==> src/rtl/fma_special_resolve.sv <==
module fma_special_resolve #(
  parameter int EXP_W  = 8,
  parameter int FRAC_W = 23,
  localparam int W     = 1 + EXP_W + FRAC_W
) (
  input  logic [W-1:0] op_z_i,
  input  logic [W-1:0] op_x_i,
  input  logic [W-1:0] op_y_i,
  input  logic         neg_prod_i,
  input  logic [1:0]   rnd_mode_i,
  output logic         bypass_o,
  output logic [W-1:0] result_o,
  output logic         invalid_o
);

  localparam logic [1:0]   RND_DOWN = 2'b11;
  localparam logic [W-1:0] QBIT     = W'(1) << (FRAC_W - 1);
  localparam logic [W-1:0] INF_MAG  = {1'b0, {EXP_W{1'b1}}, {FRAC_W{1'b0}}};
  localparam logic [W-1:0] DEF_NAN  = INF_MAG | QBIT;

  logic [W-1:0] ops [3];
  logic [2:0] snan, qnan, inf, zero, sgn;

  assign ops[0] = op_z_i;
  assign ops[1] = op_x_i;
  assign ops[2] = op_y_i;

  for (genvar i = 0; i < 3; i++) begin : g_cls
    logic e_ones, e_zero, f_zero;
    assign e_ones  = &ops[i][W-2:FRAC_W];
    assign e_zero  = ~|ops[i][W-2:FRAC_W];
    assign f_zero  = ~|ops[i][FRAC_W-1:0];
    assign snan[i] = e_ones & ~f_zero & ~ops[i][FRAC_W-1];
    assign qnan[i] = e_ones & ~f_zero &  ops[i][FRAC_W-1];
    assign inf[i]  = e_ones & f_zero;
    assign zero[i] = e_zero & f_zero;
    assign sgn[i]  = ops[i][W-1];
  end

  logic eff_sgn, prod_inf, prod_zero, inf_x_zero;
  assign eff_sgn    = sgn[1] ^ sgn[2] ^ neg_prod_i;
  assign inf_x_zero = (inf[1] & zero[2]) | (zero[1] & inf[2]);
  assign prod_inf   = inf[1] | inf[2];
  assign prod_zero  = zero[1] | zero[2];

  always_comb begin
    bypass_o  = 1'b1;
    invalid_o = 1'b0;
    result_o  = '0;
    if (|snan) begin
      invalid_o = 1'b1;
      if (snan[0])      result_o = op_z_i | QBIT;
      else if (snan[1]) result_o = op_x_i | QBIT;
      else              result_o = op_y_i | QBIT;
    end else if (|qnan) begin
      if (qnan[0])      result_o = op_z_i;
      else if (qnan[1]) result_o = op_x_i;
      else              result_o = op_y_i;
    end else if (inf_x_zero) begin
      invalid_o = 1'b1;
      result_o  = DEF_NAN;
    end else if (prod_inf) begin
      if (inf[0] && sgn[0] != eff_sgn) begin
        invalid_o = 1'b1;
        result_o  = DEF_NAN;
      end else begin
        result_o = INF_MAG | {eff_sgn, {(W-1){1'b0}}};
      end
    end else if (prod_zero) begin
      if (zero[0] && sgn[0] != eff_sgn)
        result_o = {rnd_mode_i == RND_DOWN, {(W-1){1'b0}}};
      else
        result_o = op_z_i;
    end else if (inf[0]) begin
      result_o = op_z_i;
    end else begin
      bypass_o = 1'b0;
    end
  end

endmodule

==> config.mk <==
export PLATFORM = sky130hd
export DESIGN_NAME = fma_special_resolve
export DESIGN_NICKNAME = d
export VERILOG_FILES = /design/src/rtl/fma_special_resolve.sv
export SDC_FILE = /design/constraint.sdc
export NUM_CORES = 1
export LEC_CHECK = 0
export BUFFER_PORTS_ARGS = -buffer_cell sky130_fd_sc_hd__buf_2
export CAP_MARGIN = 20
export CORE_MARGIN = 2
export CORE_UTILIZATION = 43
export DETAILED_ROUTE_END_ITERATION = 16
export GPL_TIMING_DRIVEN = 0
export PLACE_DENSITY = 0.91
export SYNTH_ARGS = -nofsm -noshare
export SYNTH_HDL_FRONTEND = slang
export SYNTH_SLANG_ARGS = --single-unit
==> constraint.sdc <==
create_clock -name vclk -period 3.5
set_clock_uncertainty 0.2 [all_clocks]
set_input_delay 0.7 -clock vclk [all_inputs]
set_output_delay 0.7 -clock vclk [all_outputs]
set_load 0.01 [all_outputs]
# Word level (Yosys, flattened, before mapping)
# Index checks and enable logic that the tools add are counted.
# classes
addsub	0
multipliers	0
div	0
n_lt_le_gt_ge	0
eq_ne	2
shift	0
mux	23
n_bitwise	25
n_reduce_logical	19
# ops
op	n
two-way mux 32 bit	12
OR reduction 23 bit	3
AND reduction 8 bit	3
OR reduction 8 bit	3
bitwise AND 1 bit	17
two-way mux 1 bit	11
logical NOT 1 bit	6
OR reduction 3 bit	2
inverter 1 bit	3
bitwise OR 1 bit	3
equality test 2 bit (second input constant)	1
logical AND 1 bit	2
XOR 1 bit	2
!= test 1 bit	1
# totals
register_bits	0
latchBits	0
ramBits	0
rom_bits	0
out_inout_bits	34
word_cells	69
mem_count	0

# Longest topological paths before layout
# Gate-level depths: netlist of the first run.
# logic_depth
word_depth	10
mapped_depth	9
mapped_depth_nobuf	7

# Worst setup path before layout of the first run
# OpenSTA, ideal clock, no wires.
# synth_path
path_kind	input to output
startpoint	input port op_x_i[27]
endpoint	output port result_o[20]
arrival_ns	2.505
required_time_ns	2.600
path_slack_ns	0.095
stages	7
path_cell_list	or4_1 -> nor4_2 -> a211oi_1 -> nor2b_2 -> buf_2 -> a41oi_1 -> o21ai_0
# synth_via
elab_chain_len	9
# synth_rtl
item	line_no	rtl
from (decl)	7	input logic [W-1:0] op_x_i,
OR reduction 8 bit	31	assign e_zero = ~|ops[i][W-2:FRAC_W];
logical NOT 1 bit	31	
bitwise AND 1 bit	36	assign zero[i] = e_zero & f_zero;
bitwise OR 1 bit	44	assign prod_zero = zero[1] | zero[2];
two-way mux 32 bit	69	end else if (prod_zero) begin
two-way mux 32 bit	62	end else if (prod_inf) begin
two-way mux 32 bit	59	end else if (inf_x_zero) begin
two-way mux 32 bit	55	end else if (|qnan) begin
two-way mux 32 bit (*)	50	if (|snan) begin
to (decl)	12	output logic [W-1:0] result_o,
# Mark *: on every way between the ends. The rest lies on a longest branch, timed or not.

# Worst setup path in the final report of the first run
# layout_path
startpoint	input port op_y_i[5]
endpoint	output port result_o[16]
# layout_via
elab_chain_len	9
# layout_rtl
item	line_no	rtl
from (decl)	8	input logic [W-1:0] op_y_i,
OR reduction 23 bit (*)	32	assign f_zero = ~|ops[i][FRAC_W-1:0];
logical NOT 1 bit	32	
bitwise AND 1 bit	36	
bitwise OR 1 bit	44	
two-way mux 32 bit	69	
two-way mux 32 bit	62	
two-way mux 32 bit	59	
two-way mux 32 bit	55	
two-way mux 32 bit (*)	50	
# Marked as above.

==> results of run 1 <==
[worst paths after layout]
kind / from / to / cells after the start
worst max-delay path: op_y_i[5] / result_o[16] / 12
worst min-delay path: op_z_i[23] / result_o[23] / 4
[cell type report]
class                      instances  area, um2  area share (%)
tap                               50       62.6            2.00
inverter                          23       86.3            2.77
timing repair buffer             154        956            30.6
buffer                            15        111            3.57
multi-input combinational        219       1900            61.0
[layer usage]
layer | vias to the layer above | routed length (um) | share of wire, % | GRT usage, %
met5 | - | 0 | 0 | 0
li1 | 1345 | - | - | -
met1 | 1432 | 3040 | 35 | 37.9
met3 | 40 | 831 | 9.6 | 4.00
met2 | 247 | 4500 | 52 | 60.3
met4 | 0 | 273 | 3.2 | 14.2
[worst max-delay path, stage by stage]
cell,delay [ns]
buf_2,0.13
or4_4,0.55
nor2_4,0.13
and2_4,0.18
o311a_4,0.18
and4_1,0.19
buf_6,0.11
a21oi_4,0.07
buf_6,0.14
buf_16,0.13
o221ai_2,0.16
buf_2,0.16
[logic make-up (layout without fill, tap and decap cells)]
logic type             after synthesis  after routing  share of synthesized area, %
multiplexers                        23             23                          13.7
buffers and inverters               39            192                          9.65
XOR/XNOR                             3              3                          1.50
AO/OA/AOI/OAI                       92             92                          45.5
AND/OR/NAND/NOR                    101            101                          29.7
[power groups by stage]
stage	logic (mW)	clock network, mW	registers, mW
after floorplan	0.0430	0	0
after global placement	0.130	0	0
after detailed placement	0.134	0	0
after CTS	0.152	0	0
after global routing	0.185	0	0
final	0.174	0	0
[synth_stat cells, types with 4 or more instances]
master    count
buf_2         6
o22ai_1       5
a211oi_1      4
mux2_2        7
or4_1         8
inv_1        23
nand4_1       8
o221ai_1      9
o221ai_2      9
a211o_1       5
nor2_1       14
a22o_1       18
clkbuf_1      7
o21ai_0       4
a21oi_1       7
a22oi_1       8
mux2i_1      16
nor4_1       13
nand2_1      38
nor3_1        5
[through the flow]
step / setup TNS [ns] / utilization [%]
final: -3.37 / 78.6
after detailed placement: -10.97 / 62.4
after floorplan: 0 / -
after CTS: -3.43 / 70.6
after global routing: -5.20 / 78.6
after global placement: -11.53 / 62.4
[what timing repair did]
action / CTS / global route
endpoints found under the setup margin: 34 / 34
cloned: 1 / 0
pin swaps: 17 / 21
gates resized for setup: 43 / 74
hold buffers: 0 / 0
setup buffers: 11 / 10
==> flow_metrics.env, run 1 <==
export IMPL_status="finished, violations left"
export IMPL_violations="setup timing"
export IMPL_drive_above_1_share_pct=57.9
export IMPL_worst_pin_slew_ns=0.518
export IMPL_grt_pass1_vias=2705
export IMPL_p_comb_share_pct=100.0
export IMPL_num_rows=23
export IMPL_synth_area_per_cell_um2=6.78
export IMPL_grt_ovfl_total=0
export IMPL_finalHoldViolCount=0
export IMPL_cp_required_ns=2.60
export IMPL_hpwlAfterDp_um=5970
export IMPL_fmax_mhz=267
export IMPL_numPortBuffers=133
export IMPL_seqPwrFrac_pct=0
export IMPL_whs_ns=1.51
export IMPL_pre_cts_slack_ns=-0.558
export IMPL_die_w_um=67.8
export IMPL_initial_core_util_pct=44.1
export IMPL_nNetsFinal=512
export IMPL_drtIter0Drc=241
export IMPL_synthTopCellsByArea="mux2i_1 (9.1%), a22o_1 (9.0%), nand2_1 (8.1%)"
export IMPL_syn_nets=357
export IMPL_layout_common_cells="buf_2 (124), nand2_1 (33), inv_1 (23), buf_6 (19), a22o_1 (18)"
export IMPL_yosysTopAreaCell="mux2i_1"
export IMPL_area_delta_synth_final_pct=78.3
export IMPL_maxCapViolations=0
export IMPL_seq_cells=0
export IMPL_ys_seq_area_share_pct=0
export IMPL_cp_max_fo=5
export IMPL_stdcell_area_um2=3120
export IMPL_cp_start_kind="input pin"
export IMPL_place_area_um2=2480
export IMPL_ios=133
export IMPL_setup_viol=24
export IMPL_viasPerCell=6.65
export IMPL_critPathKind="input pin to output pin"
export IMPL_min_period_ns=3.75
export IMPL_clockBufferCount=0
export IMPL_crit_arrival_ns=2.85
export IMPL_wire_per_inst_um=18.8
export IMPL_ys_types=51
export IMPL_setup_ws_ns=-0.246
export IMPL_rsz0062_at_grt="true"
export IMPL_p_total_uw=174
export IMPL_routed_wirelength_um=8650
export IMPL_grt_antenna_before_repair=0
export IMPL_num_fill_cells=288
export IMPL_yosysTopAreaCellShare_pct=9.15
export IMPL_p_clk_share_pct=0
export IMPL_gp_congestion=0.937
export IMPL_track_usage_pct=32.9
export IMPL_syn_area_um2=1750
export IMPL_grt_pass1_wl_um=12000
export IMPL_swShare_pct=52.9
export IMPL_p_int_uw=82.2
export IMPL_die_area_um2=4600
export IMPL_ir_drop_mv=0.0467
export IMPL_drv_slew=0
export IMPL_core_area_um2=3970
export IMPL_dpl_cell_count=441
export IMPL_vias=3064
export IMPL_setup_worst_path_end_class="output pin"
export IMPL_fin_crit_sh_pct=107
export IMPL_slew_headroom_pct=65.2
export IMPL_final_seq_area_um2=0
export IMPL_ant_nets=0
export IMPL_stdcell_count=461
export IMPL_p_sw_uw=92.1
export IMPL_powerDensity_nw_per_um2=55.9
export IMPL_yosysWarnings=0
export IMPL_grt_max_degree=11
export IMPL_drt_first_pass_iters=5
export IMPL_syn_instance_count=258
export IMPL_min_path_type="input pin to output pin"
export IMPL_layout_commonest_cell="buf_2"
export IMPL_antenna_cells=0
export IMPL_die_y_um=67.8
export IMPL_drc_errors=0
export IMPL_leakagePower_nw=1.42
Note: power is estimated with default switching activity, not from simulation.
==> run 2: changes to the inputs <==
CELL_PAD_IN_SITES_DETAIL_PLACEMENT = 1   (was not set)
CELL_PAD_IN_SITES_GLOBAL_PLACEMENT = 2   (was not set)
CORE_UTILIZATION = 20   (was 43)
PLACE_DENSITY = 0.9   (was 0.91)
==> run 2 against run 1 <==
  * The flow still finishes with violations (setup timing)
  * Setup slack improved by 0.042 ns
  * Via count shrank 6.6%
  * Flip-flop and latch count stayed put
  * Global-route usage decreased by 14 points
  * Critical path type unchanged
  * Non-clock buffer count grew 2
  * Clock-buffer cell count stayed put
  * Final cell count up 13%
  * Utilization is 41 points lower
==> flow_metrics.env, run 2 (same netlist as run 1, synthesis figures left out) <==
export IMPL_status="finished, violations left"
export IMPL_violations="setup timing"
export IMPL_fin_crit_sh_pct=106
export IMPL_numPortBuffers=133
export IMPL_met1Wirelength_um=3910
export IMPL_worst_pin_slew_ns=0.532
export IMPL_stdcell_count=521
export IMPL_dpl_cell_count=499
export IMPL_maxCapViolations=0
export IMPL_core_area_um2=8590
export IMPL_ir_drop_mv=0.0288
export IMPL_drtIter0Drc=92
export IMPL_vias=2862
export IMPL_wire_per_inst_um=19.4
export IMPL_min_path_type="input pin to output pin"
export IMPL_cpPeakStageDelay_ns=0.56
export IMPL_critPathTopFamily="simple AND/OR/NAND/NOR gates"
export IMPL_cp_start_kind="input pin"
export IMPL_wl_met3_um=669
export IMPL_grt_antenna_before_repair=0
export IMPL_initial_core_util_pct=20.4
export IMPL_grt_max_degree=11
export IMPL_path_buf_inv=4
export IMPL_clockBufferCount=0
export IMPL_grt_pass1_vias=2991
export IMPL_powerDensity_nw_per_um2=53.8
export IMPL_ant_nets=0
export IMPL_critPathMostFrequentCell="buf_6"
export IMPL_cp_required_ns=2.60
export IMPL_leakagePower_nw=1.45
export IMPL_drive_above_1_share_pct=60.0
export IMPL_dr_wl_met2_um=5210
export IMPL_rsz0062_at_grt="true"
export IMPL_die_w_um=97.6
export IMPL_ctsHoldBuffers=0
export IMPL_antenna_cells=0
export IMPL_drc_errors=0
export IMPL_viasPerCell=5.49
export IMPL_cp_max_fo=6
export IMPL_drt_first_pass_iters=4
export IMPL_final_seq_area_um2=0
export IMPL_area_delta_synth_final_pct=86.6
export IMPL_whs_ns=1.51
export IMPL_setup_viol=32
export IMPL_highest_layer="met4"
export IMPL_routed_wirelength_um=10100
export IMPL_tns_ns=-4.12
export IMPL_drv_slew=0
export IMPL_track_usage_pct=19.3
export IMPL_path_cells="buf_6, or4_4, nor4_4, buf_4, a211oi_4, nor2b_4, buf_6, a31oi_4, a211oi_2, buf_2"
export IMPL_fmax_mhz=270
export IMPL_num_rows=34
export IMPL_hpwlAfterDp_um=7490
export IMPL_num_fill_cells=1107
export IMPL_setup_worst_path_end_class="output pin"
export IMPL_critPathKind="input pin to output pin"
export IMPL_setup_ws_ns=-0.204
export IMPL_layout_commonest_cell="buf_2"
export IMPL_crit_arrival_ns=2.80
export IMPL_grt_pass1_wl_um=15500
export IMPL_die_y_um=97.6
export IMPL_seq_cells=0
export IMPL_grt_ovfl_total=0
export IMPL_die_area_um2=9520
export IMPL_nNetsFinal=514
export IMPL_ios=133
export IMPL_crit_slowest_cell="or4_4"
export IMPL_min_period_ns=3.70
export IMPL_gp_congestion=0.816
export IMPL_finalHoldViolCount=0
export IMPL_slew_headroom_pct=64.6
export IMPL_layout_common_cells="buf_2 (121), nand2_1 (28), inv_1 (23), buf_4 (20), a22o_1 (18)"
run 2: cell count changes in the layout (fill, tap and decap cells not counted), moves of 2 or more:
cell,before,now
buf_2,124,121
buf_4,15,20
buf_6,19,17
clkbuf_2,5,3
nand2_1,33,28
nand2_2,5,10
o221ai_2,13,11
run 2: per-stage QoR:
step | power (mW) | area (um2) | utilization [%] | setup slack [ns]
global placement | 0.135 | 2550 | 29.7 | -0.641
finish | 0.176 | 3270 | 38.0 | -0.204
CTS | 0.158 | 2950 | 34.3 | -0.170
detailed placement | 0.139 | 2550 | 29.7 | -0.671
floorplan | 0.0430 | 1750 | - | 0.0946
global route | 0.190 | 3270 | 38.0 | -0.327
run 2: final timing paths:
| path | from | end | slack (ns) | depth (start not counted) |
|---|---|---|---|---|
| worst max-delay path | op_x_i[23] | result_o[5] | -0.20 | 10 |
| worst min-delay path | op_z_i[25] | result_o[25] | 1.51 | 4 |
run 2: final cells by class:
class              count  area (um2)  area share [%]
inverters             23        86.3            2.64
well taps            108         135            4.14
plain buffers         15         125            3.83
repair buffers       156         982            30.1
multi-input cells    219        1940            59.3
run 2: routing by layer:
metal  global-route usage, %  up-vias
met4                    3.42        0
met1                    22.9     1391
met2                    36.1      112
li1                        -     1340
met3                    3.53       19
met5                       0        -
run 2: report_power, final:
part	leakage, nW	internal [mW]	total, mW	switching (mW)
logic	1.45	0.0814	0.176	0.0943
registers	0	0	0	0
clock network	0	0	0	0
run 2: repair_timing:
item,4_1_cts,5_1_grt
pin swaps,15,37
buffers inserted,12,11
gates resized for setup,62,63
cloned,1,0
setup endpoints to repair,34,34
==> run 3: changes to the inputs <==
CORE_ASPECT_RATIO = 1.4   (was not set)
CORE_MARGIN = 1.5   (was 2)
clock period = 4.15 ns   (was 3.5 ns; I/O delays follow)
==> run 3 against run 2 <==
  * The run now ends clean
  * Combinational power is 28% lower
  * Clock-buffer cell count is the same
  * Flip-flop and latch count unchanged
  * Setup slack improved by 0.25 ns
  * Total power shrank 28%
  * Utilization fell by 5.4 points
  * Design area is 15% lower
  * Sequential share of layout area stayed put
  * Final cell count fell by 2.5%
  * First-iteration DRC count shrank 18%
  * Worst hold slack better by 0.26 ns
  * Highest routed layer unchanged
==> flow_metrics.env, run 3 (same netlist as run 1, synthesis figures left out) <==
export IMPL_status="completed"
export IMPL_ant_nets=0
export IMPL_powerDensity_nw_per_um2=45.1
export IMPL_seq_cells=0
export IMPL_final_seq_area_um2=0
export IMPL_vias=2741
export IMPL_nNetsFinal=504
export IMPL_cp_start_kind="input pin"
export IMPL_ios=133
export IMPL_crit_arrival_ns=3.07
export IMPL_critPathKind="input pin to output pin"
export IMPL_grt_antenna_before_repair=0
export IMPL_cp_required_ns=3.12
export IMPL_drt_first_pass_iters=4
export IMPL_die_y_um=114
export IMPL_finalHoldViolCount=0
export IMPL_grt_ovfl_total=0
export IMPL_setup_viol=0
export IMPL_maxCapViolations=0
export IMPL_wire_per_inst_um=17.8
export IMPL_drive_above_1_share_pct=49.1
export IMPL_layout_common_cells="buf_2 (137), nand2_1 (37), inv_1 (23), a22o_1 (18), mux2i_1 (16)"
export IMPL_setup_ws_ns=0.0505
export IMPL_crit_slowest_cell="or4_1"
export IMPL_grt_max_degree=11
export IMPL_numPortBuffers=133
export IMPL_ir_drop_mv=0.0200
export IMPL_path_cells="buf_2, or4_1, nor2_4, and3_4, o2111ai_2, nor2b_2, a21oi_4, clkbuf_16, o221ai_2, buf_2"
export IMPL_ctsHoldBuffers=0
export IMPL_antenna_cells=0
export IMPL_die_area_um2=9330
export IMPL_slew_headroom_pct=64.5
export IMPL_path_buf_inv=3
export IMPL_track_usage_pct=18.4
export IMPL_critPathTopFamily="simple AND/OR/NAND/NOR gates"
export IMPL_clockBufferCount=0
export IMPL_cp_max_fo=6
export IMPL_drtIter0Drc=75
export IMPL_min_path_type="input pin to output pin"
export IMPL_stdcell_count=508
export IMPL_grt_pass1_vias=2801
export IMPL_die_w_um=82.1
export IMPL_area_delta_synth_final_pct=59.3
export IMPL_num_rows=40
export IMPL_leakagePower_nw=1.29
export IMPL_hpwlAfterDp_um=7430
export IMPL_fin_crit_sh_pct=98.8
export IMPL_critPathMostFrequentCell="buf_2"
export IMPL_dpl_cell_count=496
export IMPL_p_total_uw=126
export IMPL_drc_errors=0
export IMPL_core_area_um2=8560
export IMPL_setup_worst_path_end_class="output pin"
export IMPL_routed_wirelength_um=9030
export IMPL_gp_congestion=0.825
export IMPL_grt_pass1_wl_um=13700
export IMPL_viasPerCell=5.40
export IMPL_place_area_um2=2550
export IMPL_worst_pin_slew_ns=0.532
export IMPL_tns_ns=0
export IMPL_fmax_mhz=244
export IMPL_drv_slew=0
export IMPL_initial_core_util_pct=20.5
export IMPL_layout_commonest_cell="buf_2"
export IMPL_pre_cts_slack_ns=-0.318
export IMPL_cpPeakStageDelay_ns=0.57
export IMPL_min_period_ns=4.10
export IMPL_stdcell_area_um2=2790
==> run 3: changes by cell type in the layout (fill, tap and decap cells not counted), moves of 4 or more <==
cell / previous run / this run
clkbuf_1: 1 / 5
o221ai_1: 5 / 9
buf_6: 17 / 1
a21oi_1: 3 / 7
buf_2: 121 / 137
nand2_2: 10 / 1
a21oi_2: 4 / 0
buf_8: 5 / 1
nand2_1: 28 / 37
nor4_1: 3 / 8
buf_4: 20 / 12
==> run 3: timing repair <==
item / in CTS / in global routing
buffers inserted: 6 / 6
pin swaps: 4 / 9
cloned: 0 / 1
setup endpoints to repair: 24 / 21
resized for setup: 6 / 23
==> run 3: worst paths after layout <==
kind | cells past startpoint | slack, ns | end | startpoint
worst max-delay path | 10 | 0.05 | result_o[14] | op_y_i[3]
worst min-delay path | 4 | 1.77 | result_o[29] | op_z_i[29]
==> run 3: final cells by class <==
| class | count | area [um2] |
|---|---|---|
| Tap cell | 105 | 131 |
| Multi-Input combinational cell | 219 | 1700 |
| Timing Repair Buffer | 146 | 781 |
| Buffer | 15 | 92.6 |
| Fill cell | 1125 | 5770 |
| Inverter | 23 | 86.3 |
==> run 3: routing by layer <==
layer  routed length (um)  global-route usage [%]
met1                 3410                    20.6
met2                 4940                    36.5
met3                  556                    2.16
met4                  134                    2.37
met5                    0                       0
==> run 3: where the power goes <==
group	leakage, nW	switching (mW)	internal, mW
Clock	0	0	0
Sequential	0	0	0
Combinational	1.29	0.0685	0.0574
Total	1.29	0.0685	0.0574
==> run 3: per-stage QoR <==
step           utilization, %  hold WS (ns)
6_report                 32.6          1.77
5_1_grt                  32.6          1.79
4_1_cts                  30.7          1.77
3_5_place_dp             29.8          1.77
3_3_place_gp             29.8          1.77
2_1_floorplan               -          1.58
